===== config.mk =====
export PLATFORM = sky130hd
export DESIGN_NAME = aql_lock
export DESIGN_NICKNAME = d
export VERILOG_FILES = /design/src/rtl/aql_pkg.sv /design/src/rtl/aql_ticket.sv /design/src/rtl/aql_flags.sv /design/src/rtl/aql_port.sv /design/src/rtl/aql_lock.sv
export SDC_FILE = /design/constraint.sdc
export NUM_CORES = 1
export LEC_CHECK = 0
export CORE_ASPECT_RATIO = 1.75
export CORE_MARGIN = 4
export CORE_UTILIZATION = 55
export DETAILED_ROUTE_END_ITERATION = 12
export HOLD_SLACK_MARGIN = 0.12
export PLACE_DENSITY = 0.81
export SETUP_SLACK_MARGIN = 0.3
export SYNTH_ARGS = -nofsm -noshare
export SYNTH_HDL_FRONTEND = slang
export SYNTH_SLANG_ARGS = --single-unit

===== constraint.sdc =====
create_clock -name clk -period 2 [get_ports clk]
set_clock_uncertainty 0.1 [all_clocks]
set_input_delay 0.3 -clock clk [delete_from_list [all_inputs] [get_ports clk]]
set_output_delay 0.3 -clock clk [all_outputs]
set_load 0.02 [all_outputs]

===== src/rtl/aql_pkg.sv =====
package aql_pkg;
  typedef enum logic {
    SLOT_IDLE  = 1'b0,
    SLOT_OWNER = 1'b1
  } slot_state_e;
endpackage


===== src/rtl/aql_ticket.sv =====
module aql_ticket #(
  parameter int NPORT = 4,
  parameter int SW    = $clog2(NPORT)
) (
  input  logic                      clk,
  input  logic                      rst,
  input  logic [NPORT-1:0]          take,
  output logic [NPORT-1:0][SW-1:0]  offer
);
  logic [SW-1:0] tail_q;
  logic [SW-1:0] tail_n;

  // ascending-index prefix count gives each taker its ticket
  always_comb begin
    logic [SW-1:0] run;
    run = tail_q;
    for (int i = 0; i < NPORT; i++) begin
      offer[i] = run;
      if (take[i]) run = run + 1'b1;
    end
    tail_n = run;
  end

  always_ff @(posedge clk) begin
    if (rst) tail_q <= '0;
    else     tail_q <= tail_n;
  end

  // no accepted request leaves the tail alone
  a_r2_tail_idle: assert property (@(posedge clk) disable iff (rst)
    (take == '0) |=> $stable(tail_q));
endmodule


===== src/rtl/aql_flags.sv =====
module aql_flags
  import aql_pkg::*;
#(
  parameter int NPORT = 4,
  parameter int SW    = $clog2(NPORT)
) (
  input  logic                      clk,
  input  logic                      rst,
  input  logic [NPORT-1:0]          pass,
  input  logic [NPORT-1:0][SW-1:0]  pass_slot,
  output logic [NPORT-1:0]          slot_owner
);
  slot_state_e slots [NPORT];
  logic [NPORT-1:0][SW-1:0] succ;

  generate
    for (genvar i = 0; i < NPORT; i++) begin : g_succ
      assign succ[i]       = SW'(pass_slot[i] + 1'b1);
      assign slot_owner[i] = (slots[i] == SLOT_OWNER);
    end
  endgenerate

  always_ff @(posedge clk) begin
    if (rst) begin
      for (int s = 0; s < NPORT; s++)
        slots[s] <= (s == 0) ? SLOT_OWNER : SLOT_IDLE;
    end else begin
      for (int i = 0; i < NPORT; i++) begin
        if (pass[i]) begin
          slots[pass_slot[i]] <= SLOT_IDLE;
          slots[succ[i]]      <= SLOT_OWNER;
        end
      end
    end
  end

  // the token is never lost or duplicated
  a_r9_single_token: assert property (@(posedge clk) disable iff (rst)
    $countones(slot_owner) == 1);
  // slots move only on a valid release
  a_r6_slots_still: assert property (@(posedge clk) disable iff (rst)
    (pass == '0) |=> $stable(slot_owner));
endmodule


===== src/rtl/aql_port.sv =====
module aql_port #(
  parameter int NPORT = 4,
  parameter int SW    = $clog2(NPORT)
) (
  input  logic             clk,
  input  logic             rst,
  input  logic             req,
  input  logic             rel,
  input  logic [SW-1:0]    offer,
  input  logic [NPORT-1:0] slot_owner,
  output logic             take,
  output logic             pass,
  output logic [SW-1:0]    place,
  output logic             grant
);
  logic busy;

  assign take = req & ~busy;
  assign pass = rel & grant;

  always_ff @(posedge clk) begin
    if (rst) begin
      busy  <= 1'b0;
      grant <= 1'b0;
      place <= '0;
    end else begin
      if (take) begin
        busy  <= 1'b1;
        place <= offer;
      end
      if (pass) busy <= 1'b0;
      grant <= busy & slot_owner[place] & ~pass;
    end
  end

  // ownership persists until released
  a_r10_grant_held: assert property (@(posedge clk) disable iff (rst)
    (grant && !rel) |=> grant);
  // release while waiting is dropped
  a_r6_keep_waiting: assert property (@(posedge clk) disable iff (rst)
    (busy && !grant && rel) |=> busy);
  // a held ticket never changes
  a_r7_ticket_stable: assert property (@(posedge clk) disable iff (rst)
    (busy && !pass) |=> $stable(place));
  // a grant only follows a waiting cycle
  a_r4_grant_after_wait: assert property (@(posedge clk) disable iff (rst)
    $rose(grant) |-> $past(busy));
endmodule


===== src/rtl/aql_lock.sv =====
module aql_lock #(
  parameter int NPORT = 4
) (
  input  logic             clk,
  input  logic             rst,
  input  logic [NPORT-1:0] lock_req,
  input  logic [NPORT-1:0] unlock_req,
  output logic [NPORT-1:0] grant
);
  localparam int SW = (NPORT > 1) ? $clog2(NPORT) : 1;

  logic [NPORT-1:0]         take;
  logic [NPORT-1:0]         pass;
  logic [NPORT-1:0]         slot_owner;
  logic [NPORT-1:0][SW-1:0] offer;
  logic [NPORT-1:0][SW-1:0] place;

  aql_ticket #(.NPORT(NPORT), .SW(SW)) u_ticket (
    .clk(clk), .rst(rst), .take(take), .offer(offer)
  );

  aql_flags #(.NPORT(NPORT), .SW(SW)) u_flags (
    .clk(clk), .rst(rst), .pass(pass), .pass_slot(place),
    .slot_owner(slot_owner)
  );

  generate
    for (genvar i = 0; i < NPORT; i++) begin : g_port
      aql_port #(.NPORT(NPORT), .SW(SW)) u_port (
        .clk(clk), .rst(rst),
        .req(lock_req[i]), .rel(unlock_req[i]),
        .offer(offer[i]), .slot_owner(slot_owner),
        .take(take[i]), .pass(pass[i]),
        .place(place[i]), .grant(grant[i])
      );
    end
  endgenerate

  // mutual exclusion at the ports
  a_r9_one_grant: assert property (@(posedge clk) disable iff (rst)
    $onehot0(grant));
endmodule


# Word-level counts from Yosys, hierarchy flattened
# Memories as Yosys holds them, arrays and structs flattened.
# Index checks and enable logic that the tools add are counted.
# totals
ff_bits	18
output_inout_bits	4
memories	1
elab_cells	96
inputBits	10
mem_bits_rw	4
# classes
n_reduce_logical	8
n_bitwise	24
order_cmp	4
n_addsub	8
mux	38
# mem_list
memory	depth	word_bits	rd	rd_clocked_by_memory_dff	wr	line_no	rtl
u_flags.slots	4	1	4	0	8	aql_flags.sv:13	slot_state_e slots [NPORT];
# op_table
op	count
$mux W1	26
$add A2 B1 Y2 const B	8
$and A1 B1 Y1	16
$mux W2	8
$lt A2 B3 Y1 const B	4
$bmux W1 S2	4
$not A1 Y1	8
$reduce_or A2 Y1	4
$reduce_or A1 Y1	4

# Longest topological paths before layout
# logic_depth
word_depth	9
depth_mapped	6
depth_no_buf	5

# Modules after synthesis
# From an unflattened synthesis, not the netlist that was laid out.
# unflattened
cells_unflattened	131
hier_area_um2	1261.2
# by_module_without_submodules
mod	n_inst	area_per_inst_um2	cells_each
aql_port	4	160.2	14
aql_flags	1	406.6	54
aql_ticket	1	214.0	21

# Worst setup path before layout
# OpenSTA, ideal clock, no wires.
# synth_path
kind	input to register
startpoint	input port lock_req[0]
endpoint	register u_ticket.tail_q[1]
setup_slack_ns	0.345
stages	6
required_time_ns	1.772
arrival_ns	1.428
cell_sequence	nor2b_2 > buf_6 > xnor3_1 > maj3_2 > xnor2_1 > nor2_1
# synth_between
elab_chain_len	8
# synth_rtl
item	line_no	rtl
from (decl)	aql_lock.sv:6	input logic [NPORT-1:0] lock_req,
$and A1 B1 Y1 (*)	aql_port.sv:18	assign take = req & ~busy;
$mux W2 (*)	aql_ticket.sv:19	if (take[i]) run = run + 1'b1;
$add A2 B1 Y2	aql_ticket.sv:19	
$mux W2 (*)	aql_ticket.sv:19	
$add A2 B1 Y2	aql_ticket.sv:19	
$mux W2 (*)	aql_ticket.sv:19	
$add A2 B1 Y2	aql_ticket.sv:19	
$mux W2 (*)	aql_ticket.sv:19	
to (signal assigned)	aql_ticket.sv:26	else tail_q <= tail_n;
to (decl)	aql_ticket.sv:10	logic [SW-1:0] tail_q;
# Mark *: on every way between the ends. The rest lies on a longest branch, timed or not.
# A chain may end at the register's enable or synchronous reset.

==> impl_metrics.yaml <==
grt:
  grt_max_degree: 14
  grt_pass1_vias: 1192
  antenna_found_initial: 0
  grt_pass1_wl_um: 5470
  grt_use_total_pct: 22.5
  overflow: 0
routing:
  drtAntennaViolNets: 0
  wl_per_cell_um: 15.7
  drt_iter0_drc: 44
  num_vias: 1141
  drt-total-wl_um: 2950
  first_pass_iters: 4
  avgViaCountPerCell: 6.07
  drc_errors: 0
worst_setup_path:
  rr_startpoint: "g_port[0].u_port.place[0]$_SDFFE_PP0P_"
  max_stage_delay_ns: 0.38
  critPathCaptureType: "flip-flop"
  cp_slowest_cell: "dfxtp_2"
  worst-path-max-fanout: 8
  required_ns: 2.13
  worstPathCellList: "and4b_1, a21o_1, o311ai_2, nand2_1, o311a_1"
  rr_worst_depth: 5
  cp-start-kind: "flip-flop"
  critPathKind: "reg2reg"
  critPathLaunch: "g_port[0].u_port.place[0]$_SDFFE_PP0P_"
  arrival_ns: 1.75
logic_synthesis:
  synth_cell_types: 43
  synth-seq-cells: 22
  ys_seq_area_share_pct: 34.4
  synth_flop_cell: "dfxtp_1"
  syn_inst: 143
  syn_area_sq_um: 1280
  syn_area_per_cell_sq_um: 8.95
  synth.net_count: 153
  synth-edff-count: 0
  async_flop_share_pct: 0
  yosysWarnings: 0
placement:
  preCtsSetupSlack_ns: -0.105
  place_area_sq_um: 1470
  dp_hpwl_um: 2290
  io_buffer_count: 13
  place.gp.congestion: 0.962
sta:
  hold_viol_final: 0
  holdWs_ns: 0.165
  rsz0062_at_grt: "yes"
  setup_viol: 0
  worst_slack_ns: 0.378
  period_share_pct: 81.1
  slew_headroom_pct: 75.9
  tightest_slew_ns: 0.359
  report.final.slew_viol_count: 0
  timing.fmax_mhz: 616
  finalCriticalPeriod_ns: 1.62
power:
  p_leak_uw: 0.000666
  internal_power_uw: 1020
  p_sw_share_pct: 32.2
  p_clk_share_pct: 22.9
  p_switching_uw: 483
  cellPowerDensity_nw_per_um2: 970
  combPwrFrac_pct: 34.4
  power.total_uw: 1500
  pwr-share-seq_pct: 42.8
  ir_drop_mv: 0.810
finish:
  stdcell_area_sq_um: 1550
  seqCellArea_sq_um: 444
  area_growth_pct: 21.0
  layout_commonest_cell: "dfxtp_1"
  antennaDiodeCount: 0
  layout-drive-gt1-share_pct: 19.5
  multi_input_area_sq_um: 773
  nets: 175
  final_cell_mix: "19 x dfxtp_1, 15 x nor2_1, 14 x buf_4"
  num-fill-cells: 169
  utilization_pct: 72.1
cts:
  cts.reportedPaths.clkPinSlew_ns: 0.13
  clk_latency_ns: 0.32
  numCtsBuffers: 3
  clockBufferDepth: 2
  htree_levels: 1
  cts_tree: "done"
  cts.sinks: 22
  root_buffer: "clkbuf_4"
  postCtsHoldBufs: 0
floorplanning:
  die_y_um: 71.8
  placeableCoreArea_sq_um: 2150
  die-area_sq_um: 3190
  boundaryPins: 14
  rows: 22
  die_x_um: 44.5
  initial_core_util_pct: 59.6
worst_hold_path:
  hold_start: "lock_req[0]"
  hold_depth: 2
  hold_class: "in2reg"
status:
  status: "finished, final reports clean"
flow_run:
  drv_cap: 0
## critical path, delay by kind of cell (launching register included)
family          cells  cell delay (ns)
flops               1             0.38
compound gates      3             0.79
simple gates        2             0.27
## cell type report
type,instances,area share (%)
well taps,24,1.94
flip-flops and latches,22,28.7
inverters,3,0.727
clock inverters,1,1.94
multi-input cells,108,49.9
repair buffers,27,15.3
clock buffers,3,1.45
## metrics by stage
stage                     std cells  setup TNS, ns
after floorplan                 143              0
after detailed placement        183         -0.343
after global placement          183         -0.175
after global routing            188              0
final                           188              0
after CTS                       187              0
## Yosys cell counts (all sizes together), types with 4 or more instances
| master | n | area share, % |
|---|---|---|
| dfxtp | 22 | 34 |
| nor2 | 15 | 4.4 |
| nand2 | 10 | 2.9 |
| a21oi | 8 | 3.1 |
| buf | 7 | 4.2 |
| nor3 | 7 | 2.7 |
| o21ai | 6 | 2.3 |
| a211oi | 5 | 2.9 |
| xnor2 | 5 | 3.4 |
| and3 | 4 | 2.0 |
| mux4 | 4 | 7.0 |
| nand2b | 4 | 2.0 |
## power groups by stage
stage	registers, uW	logic, uW	clock network [uW]
2_1_floorplan	605	414	0
3_3_place_gp	642	500	0
3_5_place_dp	648	511	0
4_1_cts	636	514	352
5_1_grt	659	576	364
6_report	643	516	344
## path summary, 6_finish.rpt
kind                                         to  slack (ns)
max                    u_flags.slots[2]$_DFF_P_        0.38
min          g_port[0].u_port.busy$_SDFFE_PP0P_        0.17
max reg2reg            u_flags.slots[2]$_DFF_P_        0.38
min reg2reg   g_port[1].u_port.grant$_SDFF_PP0_        0.40
## cells by family (layout without fill, tap and decap cells)
family,after synthesis,after routing,share of synthesized area [%]
AND/OR/NAND/NOR,57,57,23.7
flip-flops,22,22,34.4
multiplexers,6,6,8.60
XOR/XNOR,8,8,6.55
AO/OA/AOI/OAI,35,35,19.2
adder cells (fa/ha/maj),2,2,1.66
buffers and inverters,13,34,5.96
## what timing repair did
action / in CTS / in global routing
setup buffers: 0 / 1
gates resized for setup: 6 / 8
pin swaps: 5 / 4
endpoints found under the setup margin: 7 / 9
endpoints found under the hold margin: 0 / 0
## per-layer routing
layer  up-vias  track usage (%)  part of all wire, %
met1       539             26.8                   37
met2        25             37.9                   56
met5         -                0                    0
li1        569                -                    -
met4         0             12.4                  3.3
met3         8             2.01                  3.2
## sequential cells by signal, indices dropped and copies added, names as in the netlist
signal,count
u_flags.slots,4
g_port.u_port.busy,4
u_ticket.tail_q,2
g_port.u_port.grant,4
g_port.u_port.place,8
Power figures use the tool's default switching activity.
